--- src/rtl/mbx_irq_pkg.sv ---
package mbx_irq_pkg;
   typedef enum logic [1:0] {
      REG_RAW    = 2'd0,
      REG_MASKED = 2'd1,
      REG_EN_SET = 2'd2,
      REG_EN_CLR = 2'd3
   } reg_sel_e;
   localparam int unsigned NUM_REGS = 4;
endpackage

--- src/rtl/mbx_evt_map.sv ---
module mbx_evt_map #(
   parameter int unsigned NUM_BOX = 12,
   localparam int unsigned EVT_W = 2 * NUM_BOX
) (
   input  logic [NUM_BOX-1:0] msg_pending,
   input  logic [NUM_BOX-1:0] has_room,
   output logic [EVT_W-1:0]   evt_vec
);
   for (genvar m = 0; m < NUM_BOX; m++) begin : g_box
      assign evt_vec[2*m]   = msg_pending[m];
      assign evt_vec[2*m+1] = has_room[m];
   end
endmodule

--- src/rtl/mbx_evt_status.sv ---
module mbx_evt_status #(
   parameter int unsigned EVT_W = 24
) (
   input  logic             clk,
   input  logic             rst_n,
   input  logic [EVT_W-1:0] hw_evt,
   input  logic [EVT_W-1:0] force_mask,
   input  logic [EVT_W-1:0] clear_mask,
   output logic [EVT_W-1:0] raw_q
);
   logic [EVT_W-1:0] raw_d;

   // a clear wins for one cycle; a live condition re-latches afterwards
   always_comb raw_d = ~clear_mask & (raw_q | hw_evt | force_mask);

   always_ff @(posedge clk or negedge rst_n) begin
      if (!rst_n) raw_q <= '0;
      else        raw_q <= raw_d;
   end
endmodule

--- src/rtl/mbx_irq_enable.sv ---
module mbx_irq_enable #(
   parameter int unsigned EVT_W = 24
) (
   input  logic             clk,
   input  logic             rst_n,
   input  logic [EVT_W-1:0] set_mask,
   input  logic [EVT_W-1:0] clr_mask,
   output logic [EVT_W-1:0] en_q
);
   always_ff @(posedge clk or negedge rst_n) begin
      if (!rst_n) en_q <= '0;
      else        en_q <= (en_q | set_mask) & ~clr_mask;
   end
endmodule

--- src/rtl/mbx_irq_ctrl.sv ---
module mbx_irq_ctrl
   import mbx_irq_pkg::*;
#(
   parameter int unsigned NUM_BOX = 12,
   parameter int unsigned DATA_W  = 32,
   parameter int unsigned ADDR_W  = 4,
   parameter bit          IRQ_REG = 1'b1
) (
   input  logic               clk,
   input  logic               rst_n,
   input  logic [NUM_BOX-1:0] msg_pending,
   input  logic [NUM_BOX-1:0] has_room,
   input  logic               bus_wr,
   input  logic [ADDR_W-1:0]  bus_addr,
   input  logic [DATA_W-1:0]  bus_wdata,
   output logic [DATA_W-1:0]  bus_rdata,
   output logic               irq_o
);
   localparam int unsigned EVT_W = 2 * NUM_BOX;

   initial begin
      assert (EVT_W < DATA_W) else $error("event vector must leave reserved bits");
      assert (ADDR_W >= 2) else $error("address too narrow for register set");
   end

   logic [EVT_W-1:0] hw_evt, raw_q, en_q, masked;
   logic [EVT_W-1:0] wr_bits, force_mask, clr_raw, en_set, en_clr, rd_evt;
   logic             addr_ok;
   reg_sel_e         sel;
   logic             unused_hi;

   assign addr_ok   = (bus_addr < ADDR_W'(NUM_REGS));
   assign sel       = reg_sel_e'(bus_addr[1:0]);
   assign wr_bits   = bus_wdata[EVT_W-1:0];
   assign unused_hi = ^bus_wdata[DATA_W-1:EVT_W];

   always_comb begin
      force_mask = '0;
      clr_raw    = '0;
      en_set     = '0;
      en_clr     = '0;
      if (bus_wr && addr_ok) begin
         unique case (sel)
            REG_RAW:    force_mask = wr_bits;
            REG_MASKED: clr_raw    = wr_bits;
            REG_EN_SET: en_set     = wr_bits;
            REG_EN_CLR: en_clr     = wr_bits;
         endcase
      end
   end

   mbx_evt_map #(.NUM_BOX(NUM_BOX)) i_map (
      .msg_pending(msg_pending), .has_room(has_room), .evt_vec(hw_evt));

   mbx_evt_status #(.EVT_W(EVT_W)) i_status (
      .clk(clk), .rst_n(rst_n), .hw_evt(hw_evt), .force_mask(force_mask),
      .clear_mask(clr_raw), .raw_q(raw_q));

   mbx_irq_enable #(.EVT_W(EVT_W)) i_enable (
      .clk(clk), .rst_n(rst_n), .set_mask(en_set), .clr_mask(en_clr), .en_q(en_q));

   assign masked = raw_q & en_q;

   always_comb begin
      rd_evt = '0;
      if (addr_ok) begin
         unique case (sel)
            REG_RAW:    rd_evt = raw_q;
            REG_MASKED: rd_evt = masked;
            REG_EN_SET,
            REG_EN_CLR: rd_evt = en_q;
         endcase
      end
   end
   assign bus_rdata = DATA_W'(rd_evt);

   if (IRQ_REG) begin : g_irq_reg
      always_ff @(posedge clk or negedge rst_n) begin
         if (!rst_n) irq_o <= 1'b0;
         else        irq_o <= |masked;
      end
   end else begin : g_irq_comb
      assign irq_o = |masked;
   end
endmodule

--- config.mk ---
export PLATFORM = sky130hd
export DESIGN_NAME = mbx_irq_ctrl
export DESIGN_NICKNAME = d
export VERILOG_FILES = /design/src/rtl/mbx_irq_pkg.sv /design/src/rtl/mbx_evt_map.sv /design/src/rtl/mbx_evt_status.sv /design/src/rtl/mbx_irq_enable.sv /design/src/rtl/mbx_irq_ctrl.sv
export SDC_FILE = /design/constraint.sdc
export NUM_CORES = 1
export LEC_CHECK = 0
export BUFFER_PORTS_ARGS = -buffer_cell sky130_fd_sc_hd__buf_2
export CORE_MARGIN = 2
export CORE_UTILIZATION = 52
export DETAILED_ROUTE_END_ITERATION = 12
export PLACE_DENSITY = 0.81
export REMOVE_ABC_BUFFERS = 1
export SYNTH_ARGS = -nofsm -noshare
export SYNTH_HDL_FRONTEND = slang
export SYNTH_HIERARCHICAL = 1
export SYNTH_SLANG_ARGS = --single-unit
export TNS_END_PERCENT = 20
--- constraint.sdc ---
create_clock -name clk -period 3.45 [get_ports clk]
set_input_delay 0.345 -clock clk [delete_from_list [all_inputs] [get_ports clk]]
set_output_delay 0.345 -clock clk [all_outputs]
set_load 0.05 [all_outputs]
==> results.sh, run 1 <==
export IMPL_overflow=0
export IMPL_portBuffers=79
export IMPL_cp_depth=4
export IMPL_post_route_util=0.575
export IMPL_syn_to_final_growth_pct=8.47
export IMPL_synth_edf_count=0
export IMPL_cts_hold_buf=0
export IMPL_cts_buffers=5
export IMPL_grt_pass1_vias=2249
export IMPL_post_cts_buffers=0
export IMPL_vdd_ir_drop_max_uv=184
export IMPL_nFillCells=529
export IMPL_crit_path_end_kind="primary output"
export IMPL_cp_top_family="buffers and inverters"
export IMPL_initial_core_util=0.530
export IMPL_final_cells=433
export IMPL_cpPeakStageDelay_ps=430
export IMPL_fin_crit_sh=0.584
export IMPL_synth_area_um2=3100
export IMPL_hold_viol_final=0
export IMPL_grt_util_all_layers=0.211
export IMPL_setup_viol=0
export IMPL_die_y_um=81.2
export IMPL_arrival_ps=1670
export IMPL_grt_max_degree=50
export IMPL_gp_congestion=0.748
export IMPL_maxCapViolCount=0
export IMPL_critPathKind="in -> out"
export IMPL_drt_pass1_iter_count=4
export IMPL_die_x_um=81.2
export IMPL_rows=28
export IMPL_ioPinCount=96
export IMPL_antenna_found_initial=0
export IMPL_cts_resized=0
export IMPL_power_density_nw_per_um2=416
export IMPL_reg2reg_depth=3
export IMPL_dp_cells=425
export IMPL_max_freq_mhz=496
export IMPL_timing_slew_headroom=0.264
export IMPL_vias=2369
export IMPL_leakagePower_nw=1.54
export IMPL_slew_viol_final=0
export IMPL_die_area_um2=6600
export IMPL_cts_max_level=2
export IMPL_grt_pass1_wl_um=10600
export IMPL_route_detailed_drc=0
export IMPL_clk_latency_ps=300
export IMPL_root_buffer="clkbuf_8"
export IMPL_nets=420
export IMPL_ant_nets=0
export IMPL_clockBufferDepth=2
export IMPL_startpoint_type="input port"
export IMPL_synth_async_reset_ratio=1.00
export IMPL_cts_tree="done"
export IMPL_cts_sinks=49
export IMPL_cp_slowest_cell="nor2_8"
export IMPL_totalWireLength_um=6800
export IMPL_synth_seq_cells=49
export IMPL_crit_top_cell="buf_2"
export IMPL_tns_ps=0
export IMPL_critical_path_cell_chain="buf_2 -> nor2_8 -> o221a_2 -> buf_2"
export IMPL_synth_flop_cell="dfrtp_1"
export IMPL_layout_drive_gt1_share=0.327
export IMPL_status="finished clean"
export IMPL_fin_worst_skew_ps=5.13
export IMPL_diodes=0
export IMPL_worstPathRequired_ps=3110
export IMPL_worst_slew_pin_slew_ps=1100
export IMPL_clkTransAtPathRegs_ps=80
export IMPL_fin_crit_ps=2010
export IMPL_avgViaCountPerCell=5.47
export IMPL_synth_cells=311
export IMPL_avgSynthCellArea_um2=9.97
export IMPL_drt_iter0_markers=150
export IMPL_hp_class="in -> async"
export IMPL_synth_cell_types=19
export IMPL_rsz0062_at_grt="no"
export IMPL_cp_num_buf_inv=2
export IMPL_wl_per_cell_um=15.7
export IMPL_yosysWarnings=6
export IMPL_path_max_fanout=28
export IMPL_hpwl_um=4500
export IMPL_seq_area_frac_synth=0.395
export IMPL_core_um2=5850
[layer usage]
layer	wire, µm	share of wire	track usage
met5	0	0	0
met2	3380	0.50	0.367
met3	328	0.048	0.0422
met4	83	0.012	0.0576
met1	3010	0.44	0.267
[synthesized netlist by cell type (2+ instances only)]
library cell	number	area, µm²
nand4_1	3	18.8
o21ba_1	24	240
o221a_2	24	270
buf_2	4	20.0
and2_1	96	601
dfrtp_1	49	1230
clkbuf_1	2	7.51
nor2_1	24	90.1
buf_6	5	56.3
and4b_4	2	27.5
nor3_1	24	120
buf_4	36	270
a22oi_1	12	90.1
[power by group]
group | internal (W) | switching, W
combinational | 0.000128 | 0.000196
clock | 0.000181 | 0.000185
sequential | 0.000646 | 0.0000621
[path summary, 6_finish.rpt]
check                      slack [ps]                end          startpoint
max in group asynchronous        2530  i_enable/en_q[17]               rst_n
min in group clk                  270  i_status/raw_q[0]      msg_pending[0]
hold reg to reg                   520  i_enable/en_q[10]   i_enable/en_q[10]
setup / recovery                 1440       bus_rdata[9]         bus_addr[1]
hold / removal                    260  i_status/raw_q[8]               rst_n
setup reg to reg                 2160              irq_o  i_status/raw_q[19]
[worst reg2reg max path, stage by stage, from the launching register on]
cell     delay (ps)
dfrtp_1         420
a22oi_1         250
nand4_1         140
or3_1           360
[flip-flops by register name, indices dropped and copies added (netlist names)]
register and cells:
i_enable/en_q 24, i_status/raw_q 24, irq_o 1
[layout make-up]
cell class | count | area [µm²] | area share
multi-input cells | 222 | 1550 | 0.460
flip-flops and latches | 49 | 1230 | 0.364
well taps | 75 | 93.8 | 0.0279
repair buffers | 79 | 395 | 0.118
clock buffers | 7 | 96.3 | 0.0286
clock inverters | 1 | 5.00 | 0.00149
[placed cells by master (no fill, tap or decap), drive strengths merged]
cell / synthesis / final
and2: 96 / 96
buf: 45 / 79
dfrtp: 49 / 49
nor2: 26 / 26
o221a: 24 / 24
o21ba: 24 / 24
nor3: 24 / 24
a22oi: 12 / 12
conb: 1 / 8
clkbuf: 2 / 7
nand4: 3 / 3
and4b: 2 / 2
and4: 1 / 1
and3: 1 / 1
or3: 1 / 1
clkinv: 0 / 1
[logic make-up after synthesis]
group | count (synthesis) | share of synthesized area
AOI/OAI and AO/OA | 60 | 0.194
buffers and inverters | 47 | 0.114
other | 1 | 0.00121
DFF | 49 | 0.395
and+or+nand+nor | 154 | 0.296
[stage by stage]
step,instance area [µm²],worst slack [ps],hold WS [ps],power [W]
3_5_place_dp,3260,1480,503,0.00104
6_report,3360,1440,256,0.00140
3_3_place_gp,3260,1490,491,0.00103
5_1_grt,3360,1400,263,0.00147
2_1_floorplan,2770,1970,49.4,0.000933
4_1_cts,3360,1460,259,0.00141
No activity file was read; power rests on OpenSTA's default activity.
==> run 2: changes to the inputs <==
- CORE_UTILIZATION: 52 -> 47
- PLACE_DENSITY: 0.81 -> 0.77
- clock period: 3.45 -> 1.8 ns (I/O delays scaled with it)
==> run 2 against run 1 <==
Compared with the run above: largest power group unchanged; worst setup slack lost 1100 ps; non-clock buffer count grew 6; via count grew 0.72%; global-route usage shrank 1.2 points; largest cell class unchanged; critical endpoint is now bus_rdata[1].
==> results.sh, run 2 (synthesized netlist as in run 1, its figures left out) <==
export IMPL_root_buffer="clkbuf_8"
export IMPL_fin_crit_ps=1490
export IMPL_ioPinCount=96
export IMPL_cts_tree="done"
export IMPL_timing_rr_start="i_status/raw_q[15]"
export IMPL_cts_max_level=2
export IMPL_ant_nets=0
export IMPL_die_y_um=85.2
export IMPL_diodes=0
export IMPL_cp_depth=5
export IMPL_leakagePower_nw=1.57
export IMPL_grt_pass1_wl_um=11600
export IMPL_overflow=0
export IMPL_dp_cells=432
export IMPL_regArea_um2=1230
export IMPL_maxCapViolCount=0
export IMPL_syn_to_final_growth_pct=10.3
export IMPL_reg2reg_depth=3
export IMPL_cp_slowest_cell="buf_2"
export IMPL_rows=29
export IMPL_drt_pass1_iter_count=4
export IMPL_setup_viol=0
export IMPL_crit_path_end="bus_rdata[1]"
export IMPL_switching_share=0.327
export IMPL_arrival_ps=1310
export IMPL_p_seq_frac=0.515
export IMPL_rr_endpoint="irq_o"
export IMPL_antenna_found_initial=0
export IMPL_worstPathRequired_ps=1620
export IMPL_internal_power_w=0.00177
export IMPL_wl_per_cell_um=15.9
export IMPL_die_area_um2=7270
export IMPL_cts_resized=0
export IMPL_cts_sinks=49
export IMPL_timing_slew_headroom=0.597
export IMPL_portBuffers=79
export IMPL_layout_commonest_cell="and2_1"
export IMPL_hp_class="in -> reg"
export IMPL_multiInputGateArea_um2=1550
export IMPL_most_common_layout_cells="and2_1 (96), buf_2 (79), dfrtp_1 (49)"
export IMPL_route_detailed_drc=0
export IMPL_startpoint_type="input port"
export IMPL_clk_latency_ps=290
export IMPL_hpwl_um=4840
export IMPL_cts_hold_buf=1
export IMPL_drt_iter0_markers=101
export IMPL_power_switching_w=0.000859
export IMPL_fin_worst_skew_ps=3.40
export IMPL_worst_slew_pin_slew_ps=604
export IMPL_nets=426
export IMPL_combinationalPowerShare=0.243
export IMPL_grt_max_degree=26
export IMPL_avgViaCountPerCell=5.41
export IMPL_tns_ps=0
export IMPL_clkTransAtPathRegs_ps=90
export IMPL_critPathKind="in -> out"
export IMPL_rsz0062_at_grt="no"
export IMPL_critical_path_cell_chain="buf_2 -> nor2_8 -> buf_12 -> o221a_2 -> buf_2"
export IMPL_fin_crit_sh=0.830
export IMPL_hold_viol_final=0
export IMPL_worstSetupStartpoint="bus_addr[1]"
export IMPL_totalWireLength_um=7010
export IMPL_cp_top_family="buffers and inverters"
export IMPL_status="finished clean"
export IMPL_post_cts_buffers=0
export IMPL_clockBufferDepth=2
export IMPL_power_density_nw_per_um2=769
export IMPL_grt_util_all_layers=0.199
export IMPL_cp_num_buf_inv=3
export IMPL_top_regs="i_enable/en_q x24, i_status/raw_q x24, irq_o x1"
export IMPL_crit_top_cell="buf_2"
export IMPL_cts_buffers=5
export IMPL_slew_viol_final=0
export IMPL_clkPwrFrac=0.241
export IMPL_layout_drive_gt1_share=0.332
export IMPL_vias=2386
export IMPL_gp_congestion=0.752
export IMPL_final_cells=441
export IMPL_grt_pass1_vias=2374
export IMPL_core_um2=6350
export IMPL_cpPeakStageDelay_ps=260
export IMPL_rrSetupSlack_ps=550
export IMPL_nFillCells=572
export IMPL_max_freq_mhz=669
export IMPL_die_x_um=85.2
export IMPL_initial_core_util=0.488
export IMPL_path_max_fanout=16
export IMPL_crit_path_end_kind="primary output"
export IMPL_vdd_ir_drop_max_uv=356
==> run 2: cell count changes in the layout (fill, tap and decap cells not counted), sizes merged <==
cell / before / now
clkbuf: 7 / 6
dlygate4sd3: 0 / 1
buf: 79 / 84
clkinv: 1 / 2
==> run 2: how the worst min path moves through the flow <==
stage	endpoint	startpoint	slack [ps]	cells after the start
CTS	i_status/raw_q[16]	msg_pending[8]	100	3
floorplan	i_enable/en_q[0]	rst_n	-120	0
global route	i_status/raw_q[7]	has_room[3]	100	3
finish	i_status/raw_q[8]	msg_pending[4]	100	3
detailed placement	i_status/raw_q[9]	rst_n	220	1
global placement	i_status/raw_q[9]	rst_n	210	1
==> run 2: tightest hold or removal path: stages <==
cell	delay, ps
buf_2	70
nor3_1	40
nor2_1	70
==> run 2: power by group through the flow <==
stage                     logic [W]  registers (W)  clock network [W]
final                      0.000640        0.00135           0.000634
after global routing       0.000695        0.00138           0.000703
after CTS                  0.000645        0.00135           0.000651
after detailed placement   0.000642        0.00138                  0
after global placement     0.000626        0.00136                  0
after floorplan            0.000446        0.00134                  0
==> run 2: area by class of cell <==
cell class / instances / area share
clock buffer: 6 / 0.0212
clock inverter: 2 / 0.00293
multi-input combinational: 222 / 0.452
sequential: 49 / 0.358
tap: 77 / 0.0282
timing repair buffer: 85 / 0.137
==> run 2: metal layers <==
metal,vias up,part of all wire,GRT usage
met5,-,0,0
met4,0,0.0034,0.0375
met3,2,0.047,0.0360
met2,64,0.49,0.334
met1,1176,0.46,0.271
li1,1144,-,-
==> run 2: through the flow <==
stage	power (W)	util	hold slack [ps]	cell area (µm²)	setup WS, ps
finish	0.00263	0.539	102	3420	306
global route	0.00277	0.539	103	3420	258
CTS	0.00265	0.539	95.8	3420	314
detailed placement	0.00202	0.524	220	3330	322
global placement	0.00199	0.524	213	3330	337
floorplan	0.00179	-	-116	2770	542
==> run 3: changes to the inputs <==
- CORE_UTILIZATION: 47 -> 52
- PLACE_DENSITY: 0.77 -> 0.81
- clock period: 1.8 -> 1.4 ns (I/O delays scaled with it)
==> run 3 against run 2 <==
Compared with the run above: core utilization rose by 5.3 points; non-clock buffer count grew 3; power increased by 33%; hold slack worse by 48 ps; register-to-register slack got worse by 410 ps.
==> results.sh, run 3 (synthesized netlist as in run 1, its figures left out) <==
export IMPL_status="finished clean"
export IMPL_tns_ps=0
export IMPL_core_um2=5850
export IMPL_ioPinCount=96
export IMPL_hold_viol_final=0
export IMPL_avgViaCountPerCell=5.36
export IMPL_reg2reg_depth=3
export IMPL_power_density_nw_per_um2=1010
export IMPL_setup_viol=0
export IMPL_die_x_um=81.2
export IMPL_worstSetupStartpoint="i_status/raw_q[3]"
export IMPL_slew_viol_final=0
export IMPL_post_route_util=0.591
export IMPL_switching_share=0.317
export IMPL_ant_nets=0
export IMPL_rows=28
export IMPL_clk_latency_ps=300
export IMPL_max_freq_mhz=743
export IMPL_clkPwrFrac=0.264
export IMPL_cts_buffers=5
export IMPL_fin_crit_sh=0.961
export IMPL_layout_drive_gt1_share=0.341
export IMPL_die_area_um2=6600
export IMPL_combinationalPowerShare=0.237
export IMPL_gp_congestion=0.783
export IMPL_crit_path_end="bus_rdata[3]"
export IMPL_hpwl_um=4670
export IMPL_route_detailed_drc=0
export IMPL_most_common_layout_cells="and2_1 (96), buf_2 (79), dfrtp_1 (49)"
export IMPL_syn_to_final_growth_pct=11.5
export IMPL_crit_path_end_kind="primary output"
export IMPL_nets=429
export IMPL_cts_resized=0
export IMPL_grt_pass1_wl_um=11100
export IMPL_critPathKind="reg -> out"
export IMPL_grt_pass1_vias=2297
export IMPL_rr_endpoint="irq_o"
export IMPL_root_buffer="clkbuf_8"
export IMPL_p_seq_frac=0.499
export IMPL_die_y_um=81.2
export IMPL_worst_slack_ps=54.0
export IMPL_diodes=0
export IMPL_clkTransAtPathRegs_ps=90
export IMPL_initial_core_util=0.530
export IMPL_nFillCells=513
export IMPL_rrSetupSlack_ps=140
export IMPL_dp_cells=433
export IMPL_power_switching_w=0.00111
export IMPL_wl_per_cell_um=15.4
export IMPL_worstPathRequired_ps=1260
export IMPL_fin_crit_ps=1350
export IMPL_vias=2369
export IMPL_startpoint_type="flop"
export IMPL_overflow=0
export IMPL_timing_rr_start="i_status/raw_q[13]"
export IMPL_maxCapViolCount=0
export IMPL_drt_iter0_markers=104
export IMPL_hp_class="in -> reg"
export IMPL_cts_tree="done"
export IMPL_arrival_ps=1210
export IMPL_clockBufferDepth=2
export IMPL_grt_util_all_layers=0.216
export IMPL_antenna_found_initial=0
export IMPL_vdd_ir_drop_max_uv=596
export IMPL_layout_commonest_cell="and2_1"
export IMPL_pre_cts_slack_ps=79.6
export IMPL_drt_pass1_iter_count=5
export IMPL_rsz0062_at_grt="no"
export IMPL_path_max_fanout=3
export IMPL_internal_power_w=0.00238
export IMPL_leakagePower_nw=1.59
export IMPL_totalWireLength_um=6790
export IMPL_fin_worst_skew_ps=4.25
export IMPL_cts_sinks=49
export IMPL_top_regs="i_enable/en_q x24, i_status/raw_q x24, irq_o x1"
export IMPL_cts_max_level=2
export IMPL_final_cells=442
export IMPL_portBuffers=79
export IMPL_grt_max_degree=50
[run 3: worst min-delay path by stage]
stage	start	to	slack [ps]	cells past startpoint
after global routing	msg_pending[7]	i_status/raw_q[14]	60	3
final	msg_pending[2]	i_status/raw_q[4]	50	3
after detailed placement	rst_n	i_status/raw_q[15]	150	2
after floorplan	rst_n	i_enable/en_q[0]	-160	0
after global placement	rst_n	i_status/raw_q[8]	150	2
after CTS	msg_pending[7]	i_status/raw_q[14]	50	3
[run 3: critical path: stages, from the launching register on]
cell and delay, ps:
dfrtp_1 410, o221a_2 280, buf_2 210
[run 3: power groups by stage]
stage	clock network (W)	logic (W)	registers, W
after floorplan	0	0.000573	0.00173
after global placement	0	0.000813	0.00175
after global routing	0.00100	0.000900	0.00176
after CTS	0.000942	0.000839	0.00174
after detailed placement	0	0.000835	0.00177
final	0.000920	0.000828	0.00174
[run 3: final cells by class]
class,instances,area [µm²],area share
clock buffers,7,96.3,0.0278
repair buffers,88,490,0.142
multi-input cells,222,1550,0.447
well taps,75,93.8,0.0271
flip-flops and latches,49,1230,0.354
clock inverters,1,5.00,0.00145
[run 3: through the flow]
| step | hold slack (ps) | area, µm² | power [W] |
|---|---|---|---|
| CTS | 53.2 | 3460 | 0.00352 |
| floorplan | -156 | 2770 | 0.00230 |
| detailed placement | 151 | 3350 | 0.00260 |
| finish | 53.6 | 3460 | 0.00349 |
| global placement | 151 | 3350 | 0.00257 |
| global route | 57.3 | 3460 | 0.00367 |
[run 3: repair_timing]
action | CTS | global route
hold buffers | 1 | 0
endpoints found under the hold margin | 49 | 0
buffers inserted | 0 | 0
[run 3: routing by layer]
layer,vias up,wire length (µm),GRT usage,share of wire
li1,1152,-,-,-
met1,1146,3030,0.286,0.45
met2,67,3320,0.369,0.49
met3,4,412,0.0444,0.061
met4,0,31,0.0373,0.0046
met5,-,0,0,0
